[src/rtl/uart_rf_pkg.sv]
package uart_rf_pkg;
    localparam int NUM_REGS  = 8;
    localparam int REG_IDX_W = 3;

    localparam logic [2:0] IDX_DATA = 3'd0;
    localparam logic [2:0] IDX_IER  = 3'd1;
    localparam logic [2:0] IDX_IID  = 3'd2;
    localparam logic [2:0] IDX_LCR  = 3'd3;
    localparam logic [2:0] IDX_MCR  = 3'd4;
    localparam logic [2:0] IDX_LST  = 3'd5;
    localparam logic [2:0] IDX_MST  = 3'd6;
    localparam logic [2:0] IDX_SCR  = 3'd7;

    localparam int LCR_DIV_BIT  = 7;
    localparam int MCR_GATE_BIT = 3;
    localparam int MCR_LOOP_BIT = 4;
    localparam int EN_RX_BIT    = 0;
    localparam int EN_TX_BIT    = 1;

    localparam logic [7:0] LCR_AT_RESET = 8'h03;
    localparam logic [7:0] LST_FIXED    = 8'h60;
    localparam logic [7:0] MST_FIXED    = 8'hB0;

    localparam logic [2:0] CODE_RX   = 3'b010;
    localparam logic [2:0] CODE_TX   = 3'b001;
    localparam logic [2:0] CODE_NONE = 3'b000;

    typedef enum logic [0:0] {
        THR_QUIET  = 1'b0,
        THR_RAISED = 1'b1
    } thr_state_e;
endpackage

[src/rtl/uart_rf_decode.sv]
module uart_rf_decode #(
    parameter int ADDR_W       = 6,
    parameter int STRIDE_SHIFT = 2
) (
    input  logic [ADDR_W-1:0] addr,
    output logic [2:0]        idx,
    output logic              in_range,
    output logic [7:0]        sel
);
    localparam int IDX_W = ADDR_W - STRIDE_SHIFT;

    logic [IDX_W-1:0] full_idx;
    assign full_idx = addr[ADDR_W-1:STRIDE_SHIFT];
    assign idx      = full_idx[2:0];

    generate
        if (IDX_W > 3) begin : g_wide
            assign in_range = ~|full_idx[IDX_W-1:3];
        end else begin : g_narrow
            assign in_range = 1'b1;
        end
    endgenerate

    generate
        for (genvar g = 0; g < 8; g++) begin : g_sel
            assign sel[g] = in_range && (idx == 3'(g));
        end
    endgenerate
endmodule

[src/rtl/uart_rf_thre_fsm.sv]
module uart_rf_thre_fsm
    import uart_rf_pkg::*;
(
    input  logic clk,
    input  logic rst_n,
    input  logic set_evt,
    input  logic clr_evt,
    output logic raised
);
    thr_state_e state_q, state_d;

    always_ff @(posedge clk) begin
        if (!rst_n) state_q <= THR_QUIET;
        else        state_q <= state_d;
    end

    always_comb begin
        state_d = state_q;
        unique case (state_q)
            THR_QUIET:  if (set_evt) state_d = THR_RAISED;
            THR_RAISED: if (clr_evt && !set_evt) state_d = THR_QUIET;
            default:    state_d = THR_QUIET;
        endcase
    end

    assign raised = (state_q == THR_RAISED);

    // a raise event is visible on the next cycle
    p_raise_r8: assert property (@(posedge clk) disable iff (!rst_n)
        set_evt |=> raised);
    // a clear without a competing raise drops the condition
    p_clear_r9: assert property (@(posedge clk) disable iff (!rst_n)
        (clr_evt && !set_evt) |=> !raised);
endmodule

[src/rtl/uart_rf_intc.sv]
module uart_rf_intc
    import uart_rf_pkg::*;
#(
    parameter bit FIFO_MIRROR = 1'b1
) (
    input  logic [1:0] en,
    input  logic       rx_avail,
    input  logic       thr_raised,
    input  logic       gate,
    input  logic [1:0] fifo_lo,
    output logic [7:0] iid,
    output logic       tx_cause,
    output logic       irq
);
    logic rx_hit, tx_hit, pending;
    logic [2:0] code;
    logic [1:0] top_bits;

    assign rx_hit   = en[EN_RX_BIT] && rx_avail;
    assign tx_hit   = en[EN_TX_BIT] && thr_raised;
    assign pending  = rx_hit || tx_hit;
    assign tx_cause = tx_hit && !rx_hit;

    always_comb begin
        if (rx_hit)      code = CODE_RX;
        else if (tx_hit) code = CODE_TX;
        else             code = CODE_NONE;
    end

    generate
        if (FIFO_MIRROR) begin : g_mirror
            assign top_bits = fifo_lo;
        end else begin : g_plain
            assign top_bits = 2'b00;
        end
    endgenerate

    assign iid = {top_bits, 2'b00, code, ~pending};
    assign irq = pending && gate;
endmodule

[src/rtl/uart_regbank.sv]
module uart_regbank
    import uart_rf_pkg::*;
#(
    parameter int          ADDR_W       = 6,
    parameter int          STRIDE_SHIFT = 2,
    parameter bit          FIFO_MIRROR  = 1'b1,
    parameter logic [15:0] DIV_AT_RESET = 16'd12
) (
    input  logic              clk,
    input  logic              rst_n,
    input  logic [ADDR_W-1:0] bus_addr,
    input  logic              bus_wr,
    input  logic              bus_rd,
    input  logic [7:0]        bus_wdata,
    output logic [7:0]        bus_rdata,
    input  logic              rx_avail,
    input  logic [7:0]        rx_byte,
    output logic              rx_pop,
    output logic              tx_push,
    output logic              lb_push,
    output logic [7:0]        tx_byte,
    output logic              irq
);
    logic [2:0]  idx;
    logic        in_range;
    logic [7:0]  sel;
    logic [7:0]  ier_q, lcr_q, mcr_q, scr_q, rdata_q, rd_mux;
    logic [1:0]  fcr_q;
    logic [15:0] div_q;
    logic        div_mode, wr_data, ier_rise, thr_raised, tx_cause;
    logic [7:0]  iid;

    uart_rf_decode #(.ADDR_W(ADDR_W), .STRIDE_SHIFT(STRIDE_SHIFT)) u_decode (
        .addr(bus_addr), .idx(idx), .in_range(in_range), .sel(sel));

    assign div_mode = lcr_q[LCR_DIV_BIT];
    assign wr_data  = bus_wr && sel[IDX_DATA] && !div_mode;
    assign ier_rise = bus_wr && sel[IDX_IER] && !div_mode
                      && !ier_q[EN_TX_BIT] && bus_wdata[EN_TX_BIT];

    uart_rf_thre_fsm u_thre (
        .clk(clk), .rst_n(rst_n),
        .set_evt(wr_data || ier_rise),
        .clr_evt(bus_rd && sel[IDX_IID] && tx_cause),
        .raised(thr_raised));

    uart_rf_intc #(.FIFO_MIRROR(FIFO_MIRROR)) u_intc (
        .en(ier_q[1:0]), .rx_avail(rx_avail), .thr_raised(thr_raised),
        .gate(mcr_q[MCR_GATE_BIT]), .fifo_lo(fcr_q),
        .iid(iid), .tx_cause(tx_cause), .irq(irq));

    always_ff @(posedge clk) begin
        if (!rst_n) begin
            ier_q <= 8'h00;
            lcr_q <= LCR_AT_RESET;
            mcr_q <= 8'h00;
            scr_q <= 8'h00;
            fcr_q <= 2'b00;
            div_q <= DIV_AT_RESET;
        end else if (bus_wr && in_range) begin
            unique case (idx)
                IDX_DATA: if (div_mode) div_q[7:0]  <= bus_wdata;
                IDX_IER:  if (div_mode) div_q[15:8] <= bus_wdata;
                          else          ier_q       <= bus_wdata;
                IDX_IID:  fcr_q <= bus_wdata[1:0];
                IDX_LCR:  lcr_q <= bus_wdata;
                IDX_MCR:  mcr_q <= bus_wdata;
                IDX_LST, IDX_MST: ;
                IDX_SCR:  scr_q <= bus_wdata;
                default: ;
            endcase
        end
    end

    always_comb begin
        rd_mux = 8'h00;
        if (in_range) begin
            unique case (idx)
                IDX_DATA: rd_mux = div_mode ? div_q[7:0]
                                            : (rx_avail ? rx_byte : 8'h00);
                IDX_IER:  rd_mux = div_mode ? div_q[15:8] : ier_q;
                IDX_IID:  rd_mux = iid;
                IDX_LCR:  rd_mux = lcr_q;
                IDX_MCR:  rd_mux = mcr_q;
                IDX_LST:  rd_mux = LST_FIXED | {7'b0, rx_avail};
                IDX_MST:  rd_mux = MST_FIXED;
                IDX_SCR:  rd_mux = scr_q;
                default:  rd_mux = 8'h00;
            endcase
        end
    end

    always_ff @(posedge clk) begin
        if (!rst_n)      rdata_q <= 8'h00;
        else if (bus_rd) rdata_q <= rd_mux;
    end

    assign bus_rdata = rdata_q;
    assign tx_push   = wr_data && !mcr_q[MCR_LOOP_BIT];
    assign lb_push   = wr_data &&  mcr_q[MCR_LOOP_BIT];
    assign tx_byte   = bus_wdata;
    assign rx_pop    = bus_rd && sel[IDX_DATA] && !div_mode && rx_avail;

    // no request while the modem-control gate is off
    p_irq_gated_r7: assert property (@(posedge clk) disable iff (!rst_n)
        !mcr_q[MCR_GATE_BIT] |-> !irq);
    // a raised request always shows as pending in the identification byte
    p_irq_pending_r5: assert property (@(posedge clk) disable iff (!rst_n)
        irq |-> !iid[0]);
    // enabled receive data always wins the code
    p_rx_first_r6: assert property (@(posedge clk) disable iff (!rst_n)
        (ier_q[EN_RX_BIT] && rx_avail) |-> (iid[3:1] == CODE_RX));
    // a data byte leaves on exactly one path
    p_push_excl_r10: assert property (@(posedge clk) disable iff (!rst_n)
        !(tx_push && lb_push));
    // out-of-range reads return zero
    p_oob_zero_r3: assert property (@(posedge clk) disable iff (!rst_n)
        (bus_rd && !in_range) |=> (bus_rdata == 8'h00));
    // read data holds without a read strobe
    p_rdata_hold_r13: assert property (@(posedge clk) disable iff (!rst_n)
        !bus_rd |=> $stable(bus_rdata));
    // divisor-mode accesses never push data
    p_div_nopush_r2: assert property (@(posedge clk) disable iff (!rst_n)
        div_mode |-> !(tx_push || lb_push || rx_pop));
endmodule

[config.mk]
export PLATFORM = sky130hd
export DESIGN_NAME = uart_regbank
export DESIGN_NICKNAME = d
export VERILOG_FILES = /design/src/rtl/uart_rf_pkg.sv /design/src/rtl/uart_rf_decode.sv /design/src/rtl/uart_rf_thre_fsm.sv /design/src/rtl/uart_rf_intc.sv /design/src/rtl/uart_regbank.sv
export SDC_FILE = /design/constraint.sdc
export NUM_CORES = 1
export LEC_CHECK = 0
export ABC_AREA = 1
export BUFFER_PORTS_ARGS = -buffer_cell sky130_fd_sc_hd__buf_2
export CORE_ASPECT_RATIO = 1.5
export CORE_MARGIN = 1.5
export CORE_UTILIZATION = 55
export DETAILED_ROUTE_END_ITERATION = 10
export GPL_ROUTABILITY_DRIVEN = 0
export MAX_ROUTING_LAYER = met4
export PLACE_DENSITY_LB_ADDON = 0.12
export RECOVER_POWER = 100
export SLEW_MARGIN = 20
export SYNTH_ARGS = -nofsm -noshare
export SYNTH_HDL_FRONTEND = slang
export SYNTH_HIERARCHICAL = 1
export SYNTH_SLANG_ARGS = --single-unit
[constraint.sdc]
create_clock -name clk -period 3.45 [get_ports clk]
set_input_delay 0 -clock clk [delete_from_list [all_inputs] [get_ports clk]]
set_output_delay 0 -clock clk [all_outputs]
set_load 0.02 [all_outputs]
==> flow_summary.ini, run 1 <==
[clock_network]
clock_latency_ns = 0.34
cts_buffer_depth = 2
numClockSinks = 59
path_clk_slew_ns = 0.06
cts_hold_buf = 0
cts_setup_buffers = 0
cts_tree = built
htreeDepth = 3
clock-root-buffer = clkbuf_8
numCtsBuffers = 9
cts-resized-gates = 0

[setup_path]
r2r-end = div_q[13]
path_common_cell = nor2_1
path_class = flop to flop
arrival_ns = 2.45
end_kind = flop
ff2ff_setup_slack_ns = 1.27
cpMaxStageDelayCell = dfxtp_1
path_max_fanout = 21
start_kind = flop
worstReg2RegStart = lcr_q[7]
rr_worst_depth = 6
required_ns = 3.72
worstPathCellList = inv_1 > nor2_1 > nand2_1 > inv_1 > nor2_1 > nor2_1
crit_path_max_incr_delay_ns = 0.69

[pwr]
peakVddDrop_mv = 0.344
power_density_nw_per_um2 = 419
leakage_nw = 1.44

[global_route]
grt-ovfl-total = 0
track_usage_pct = 28.7
grt_start_max_net_pins = 47
grt_antenna_before_repair = 0
grt_pass1_wl_um = 12800
grt_pass1_vias = 2689

[sta]
clock-skew-final_ns = 0.00672
setup_viol = 0
fmaxAchievable_mhz = 458
finalSetupTns_ns = 0
finalHoldViolations = 0
min_period_ns = 2.18
drv_slew = 0
min_period_over_period_pct = 63.2
fin_ws_ns = 1.27
rsz0062_at_grt = no
slew_headroom_pct = 49.0
tightest_slew_ns = 0.764

[floorplanning]
die-area_um2 = 6140
die_w_um = 64.5
core_um2 = 5450
dieHeight_um = 95.2
rows = 33
ioPinCount = 47
start_util_pct = 57.2

[run]
drv_cap = 0

[hold_path]
min_path_type = input pin to flop
min_to = div_q[2]
whs_path_depth = 3
hold_start = bus_wdata[2]

[layout]
final_cell_area_um2 = 3280
syn_to_final_growth_pct = 5.09
nets = 522
num_antenna_cells = 0
drive_gt1_share_pct = 10.0

[logic_synthesis]
syn_inst = 475
syn-cell-area_um2 = 3120
syn_avg_cell_area_um2 = 6.57
synth_warnings = 6

[routing]
vias = 3010
first_pass_iters = 5
drc_errors = 0
route.antenna.remaining_nets = 0
wl_um = 8210
drt_iter0_markers = 184
drt-wirelength-per-cell_um = 14.4
drt-vias-per-instance = 5.29

[placed_design]
place_area_um2 = 3190
portBuffers = 44
dp_slack_ns = 1.18
dpl.hpwl_um = 5800

[status]
status = finished, final reports clean
-- sequential cells by signal, indices dropped and copies added (netlist names) --
register and cells:
ier_q 8, fcr_q 2, bus_rdata 8, scr_q 8
u_thre/raised 1, div_q 16, mcr_q 8, lcr_q 8
-- final cells by class --
| type | count | area, um^2 |
|---|---|---|
| clock buffer | 12 | 145 |
| clock inverter | 3 | 15.0 |
| fill | 590 | 2170 |
| inverter | 44 | 165 |
| multi-input combinational | 337 | 1490 |
| sequential | 59 | 1180 |
| tap | 70 | 87.6 |
| timing repair buffer | 44 | 194 |
-- layout by cell type (no fill, tap or decap) --
| cell type | n |
|---|---|
| dfxtp_1 | 59 |
| clkbuf_8 | 10 |
| a21oi_1 | 25 |
| inv_2 | 5 |
| nand3_4 | 1 |
| conb_1 | 3 |
| nand3_1 | 30 |
| nor2_1 | 96 |
| o21ai_0 | 41 |
| a31oi_1 | 8 |
| clkinv_2 | 3 |
| buf_2 | 23 |
| clkbuf_1 | 23 |
| nand2_2 | 4 |
| inv_1 | 39 |
| and3_1 | 1 |
| nand4_1 | 16 |
| nor2_2 | 1 |
| nand2_1 | 107 |
| nor3_1 | 1 |
| a21oi_2 | 3 |
-- where the power goes --
part           switching, W  internal [W]  total (W)
sequential       0.00000753      0.000693   0.000700
combinational      0.000104     0.0000385   0.000143
clock              0.000259      0.000273   0.000531
-- worst max-delay path by stage --
stage | slack (ns) | endpoint | from
2_1_floorplan | 2.23 | div_q[12] | lcr_q[7]
3_3_place_gp | 1.21 | div_q[10] | lcr_q[7]
5_1_grt | 1.02 | div_q[13] | lcr_q[7]
6_report | 1.27 | div_q[13] | lcr_q[7]
4_1_cts | 1.16 | div_q[13] | lcr_q[7]
3_5_place_dp | 1.18 | div_q[13] | lcr_q[7]
-- per-layer routing --
layer,share of wire [%],vias up,global-route usage [%]
met2,50,110,48.3
met1,43,1341,33.9
met4,2.3,0,12.4
met3,5.4,13,4.84
li1,-,1546,-
met5,0,-,-
-- worst max-delay path, delay by kind of cell (launching register included) --
| kind | cells | cell delay, ns |
|---|---|---|
| buf+inv | 2 | 0.73 |
| flops | 1 | 0.69 |
| simple gates | 4 | 0.67 |
-- through the flow --
stage	instances	utilization (%)	hold WS [ns]	total power, W
CTS	569	61.5	0.0145	0.00138
detailed placement	554	58.5	0.313	0.000863
floorplan	477	-	0.113	0.000823
finish	569	60.1	0.0201	0.00137
global placement	554	58.5	0.313	0.000861
global route	569	60.1	0.0390	0.00142
No activity file was read; power rests on OpenSTA's default activity.
==> inputs of run 2 (changes only) <==
clock period = 2.2 ns   (was 3.45 ns; I/O delays follow)
==> flow_summary.ini, run 2 (same netlist as run 1, synthesis figures left out) <==
[setup_path]
arrival_ns = 2.02
path_class = flop to flop
path_max_fanout = 18
end_kind = flop
start_kind = flop
required_ns = 2.42

[layout]
fin_util_pct = 62.1
largest_register_ffs = 16
layout_common_cells = nand2_1, nor2_1, dfxtp_1
drive_gt1_share_pct = 10.3
final_common_cell = nand2_1
fillerInstances = 571
nets = 526
num_antenna_cells = 0
top_register = div_q
syn_to_final_growth_pct = 8.42

[global_route]
grt_antenna_before_repair = 0
track_usage_pct = 29.2
grt_start_max_net_pins = 45
grt_pass1_wl_um = 12900
grt_pass1_vias = 2676
grt-ovfl-total = 0

[sta]
drv_slew = 0
slew_headroom_pct = 60.0
finalSetupTns_ns = 0
min_period_over_period_pct = 81.7
tightest_slew_ns = 0.595
fmaxAchievable_mhz = 556
clock-skew-final_ns = 0.00877
rsz0062_at_grt = no
finalHoldViolations = 0
setup_viol = 0
min_period_ns = 1.80

[pwr]
p_total_w = 0.00244
peakVddDrop_mv = 0.829
leakage_nw = 1.50
power_density_nw_per_um2 = 722

[run]
drv_cap = 0

[floorplanning]
die-area_um2 = 6140
rows = 33
die_w_um = 64.5
core_um2 = 5450
start_util_pct = 57.2
dieHeight_um = 95.2
ioPinCount = 47

[clock_network]
cts_buffer_depth = 2
numClockSinks = 59
numCtsBuffers = 9
clock_latency_ns = 0.33
htreeDepth = 3
clock-root-buffer = clkbuf_8
path_clk_slew_ns = 0.07
cts_tree = built
cts_setup_buffers = 0

[routing]
first_pass_iters = 6
wl_um = 8250
vias = 3004
drc_errors = 0
route.antenna.remaining_nets = 0
drt_iter0_markers = 190
drt-vias-per-instance = 5.23
drt-wirelength-per-cell_um = 14.4

[hold_path]
min_path_type = input pin to flop

[placed_design]
portBuffers = 44
dpl.hpwl_um = 5790

[status]
status = finished, final reports clean
## run 2: power breakdown
group | internal [W] | switching [W]
sequential | 0.00109 | 0.00000966
clock | 0.000694 | 0.000421
combinational | 0.0000638 | 0.000166
## run 2: per-stage QoR
step | setup slack (ns) | area [um^2] | instances | hold WS (ns)
floorplan | 0.984 | 3130 | 477 | 0.113
CTS | 0.633 | 3450 | 574 | 0.0160
finish | 0.402 | 3380 | 574 | 0.0274
detailed placement | 0.759 | 3210 | 557 | 0.250
global placement | 0.769 | 3210 | 557 | 0.250
global route | 0.254 | 3380 | 574 | 0.0301
## run 2: area by class of cell
cell class | count | area, um^2 | share of cell area, %
Multi-Input combinational cell | 337 | 1500 | 44.2
Sequential cell | 59 | 1180 | 34.9
Timing Repair Buffer | 48 | 226 | 6.70
Inverter | 44 | 165 | 4.88
Clock buffer | 11 | 151 | 4.48
Tap cell | 70 | 87.6 | 2.59
Clock inverter | 5 | 75.1 | 2.22
## run 2: final timing paths
path                              startpoint        to  slack, ns  depth (start not counted)
worst max-delay path                lcr_q[7]  ier_q[4]       0.40                          5
worst min register to register      scr_q[7]  scr_q[7]       0.46                          2
worst max register to register      lcr_q[7]  ier_q[4]       0.40                          5
worst min-delay path            bus_wdata[2]  div_q[2]       0.03                          3
## run 2: metal layers
layer	GRT usage [%]	vias up	wire length (um)
met3	6.38	16	468
met2	48.1	84	4050
met1	34.9	1348	3510
li1	-	1556	-
met4	11.3	0	219
met5	-	-	0
## run 2: critical path, cell delays in order (launching register included)
cell,delay (ns)
dfxtp_1,0.31
buf_4,0.19
nor3_1,0.53
inv_1,0.33
o21ai_0,0.28
a21oi_2,0.04
## run 2: timing repair
action	4_1_cts	5_1_grt
gates resized for setup	0	0
hold buffers	1	0
endpoints found under the hold margin	1	0
==> inputs of run 3 (changes only) <==
CORE_UTILIZATION = 51   (was 55)
clock period = 1.65 ns   (was 2.2 ns; I/O delays follow)
==> flow_summary.ini, run 3 (same netlist as run 1, synthesis figures left out) <==
[pwr]
peakVddDrop_mv = 0.531
leakage_nw = 1.49
power_density_nw_per_um2 = 869

[floorplanning]
ioPinCount = 47
die-area_um2 = 6600
die_w_um = 66.9
start_util_pct = 53.1
rows = 34
dieHeight_um = 98.8
core_um2 = 5870

[clock_network]
clock-root-buffer = clkbuf_8
cts_setup_buffers = 0
htreeDepth = 3
cts_tree = built
clock_latency_ns = 0.35
numClockSinks = 59
path_clk_slew_ns = 0.07
numCtsBuffers = 9
cts_buffer_depth = 2
cts_hold_buf = 0
cts-resized-gates = 0

[layout]
layout_common_cells = nand2_1, nor2_1, dfxtp_1
final_common_cell = nand2_1
fillerInstances = 621
nets = 529
syn_to_final_growth_pct = 7.50
drive_gt1_share_pct = 12.6
fin_util_pct = 57.1
largest_register_ffs = 16
num_antenna_cells = 0
top_register = div_q

[global_route]
grt_pass1_wl_um = 13100
track_usage_pct = 28.0
grt-ovfl-total = 0
grt_start_max_net_pins = 30
grt_pass1_vias = 2698
grt_antenna_before_repair = 0

[routing]
drt_iter0_markers = 284
vias = 3018
drc_errors = 0
route.antenna.remaining_nets = 0
drt-vias-per-instance = 5.22
first_pass_iters = 4
wl_um = 8350
drt-wirelength-per-cell_um = 14.4

[placed_design]
portBuffers = 44
dpl.hpwl_um = 6020

[sta]
finalSetupTns_ns = 0
tightest_slew_ns = 0.850
drv_slew = 0
setup_viol = 0
min_period_over_period_pct = 88.7
clock-skew-final_ns = 0.0133
rsz0062_at_grt = no
finalHoldViolations = 0
slew_headroom_pct = 43.3
min_period_ns = 1.46
fmaxAchievable_mhz = 683

[setup_path]
arrival_ns = 1.69
start_kind = flop
cpLargestDelayFamily = simple AND/OR/NAND/NOR gates
path_class = flop to flop
crit_buf_inv = 2
worstPathCellList = buf_4 > nor3_2 > inv_2 > o21ai_0 > a21oi_2
required_ns = 1.87
end_kind = flop
path_max_fanout = 18
crit_path_max_incr_delay_ns = 0.38
cpMaxStageDelayCell = nor3_2

[hold_path]
min_path_type = input pin to flop

[run]
drv_cap = 0

[status]
status = finished, final reports clean
run 3: cell types whose count changed in the layout (fill, tap and decap cells not counted), sizes merged:
cell / change
dlygate4sd3: -1
bufinv: -2
buf: +3
clkbuf: +2
run 3: stage by stage:
stage | cells | setup slack, ns | hold WS (ns) | area [um^2] | power [W]
6_report | 578 | 0.186 | 0.0224 | 3350 | 0.00291
2_1_floorplan | 477 | 0.434 | 0.113 | 3130 | 0.00172
3_3_place_gp | 563 | 0.278 | 0.325 | 3240 | 0.00181
4_1_cts | 578 | 0.210 | 0.00726 | 3400 | 0.00293
3_5_place_dp | 563 | 0.277 | 0.324 | 3240 | 0.00181
5_1_grt | 578 | 0.0731 | 0.0108 | 3350 | 0.00303
run 3: worst paths after layout:
| path | from | to | slack [ns] | cells past startpoint |
|---|---|---|---|---|
| setup / recovery | lcr_q[7] | ier_q[4] | 0.19 | 5 |
| hold / removal | bus_wdata[3] | div_q[3] | 0.02 | 3 |
| setup reg to reg | lcr_q[7] | ier_q[4] | 0.19 | 5 |
| hold reg to reg | ier_q[7] | ier_q[7] | 0.45 | 2 |
run 3: power by group:
group,switching [W],internal (W)
combinational,0.000225,0.0000870
clock,0.000572,0.000570
sequential,0.0000129,0.00145
run 3: tightest hold or removal path, stage by stage:
cell and delay, ns:
buf_2 0.17, nand2_1 0.09, nand3_1 0.06
run 3: layer usage:
layer  up-vias  global-route usage [%]  share of wire (%)
met1      1369                    34.9                 43
li1       1561                       -                  -
met5         -                       -                  0
met4         0                    11.5                3.3
met3        17                    7.19                5.4
met2        71                    42.8                 48
run 3: final cells by class:
class,count,area (um^2),share of cell area [%]
Sequential cell,59,1180,35.2
Timing Repair Buffer,51,246,7.35
Multi-Input combinational cell,337,1510,45.0
Tap cell,72,90.1,2.69
Clock inverter,3,15.0,0.448
Inverter,44,165,4.93
Clock buffer,12,145,4.33
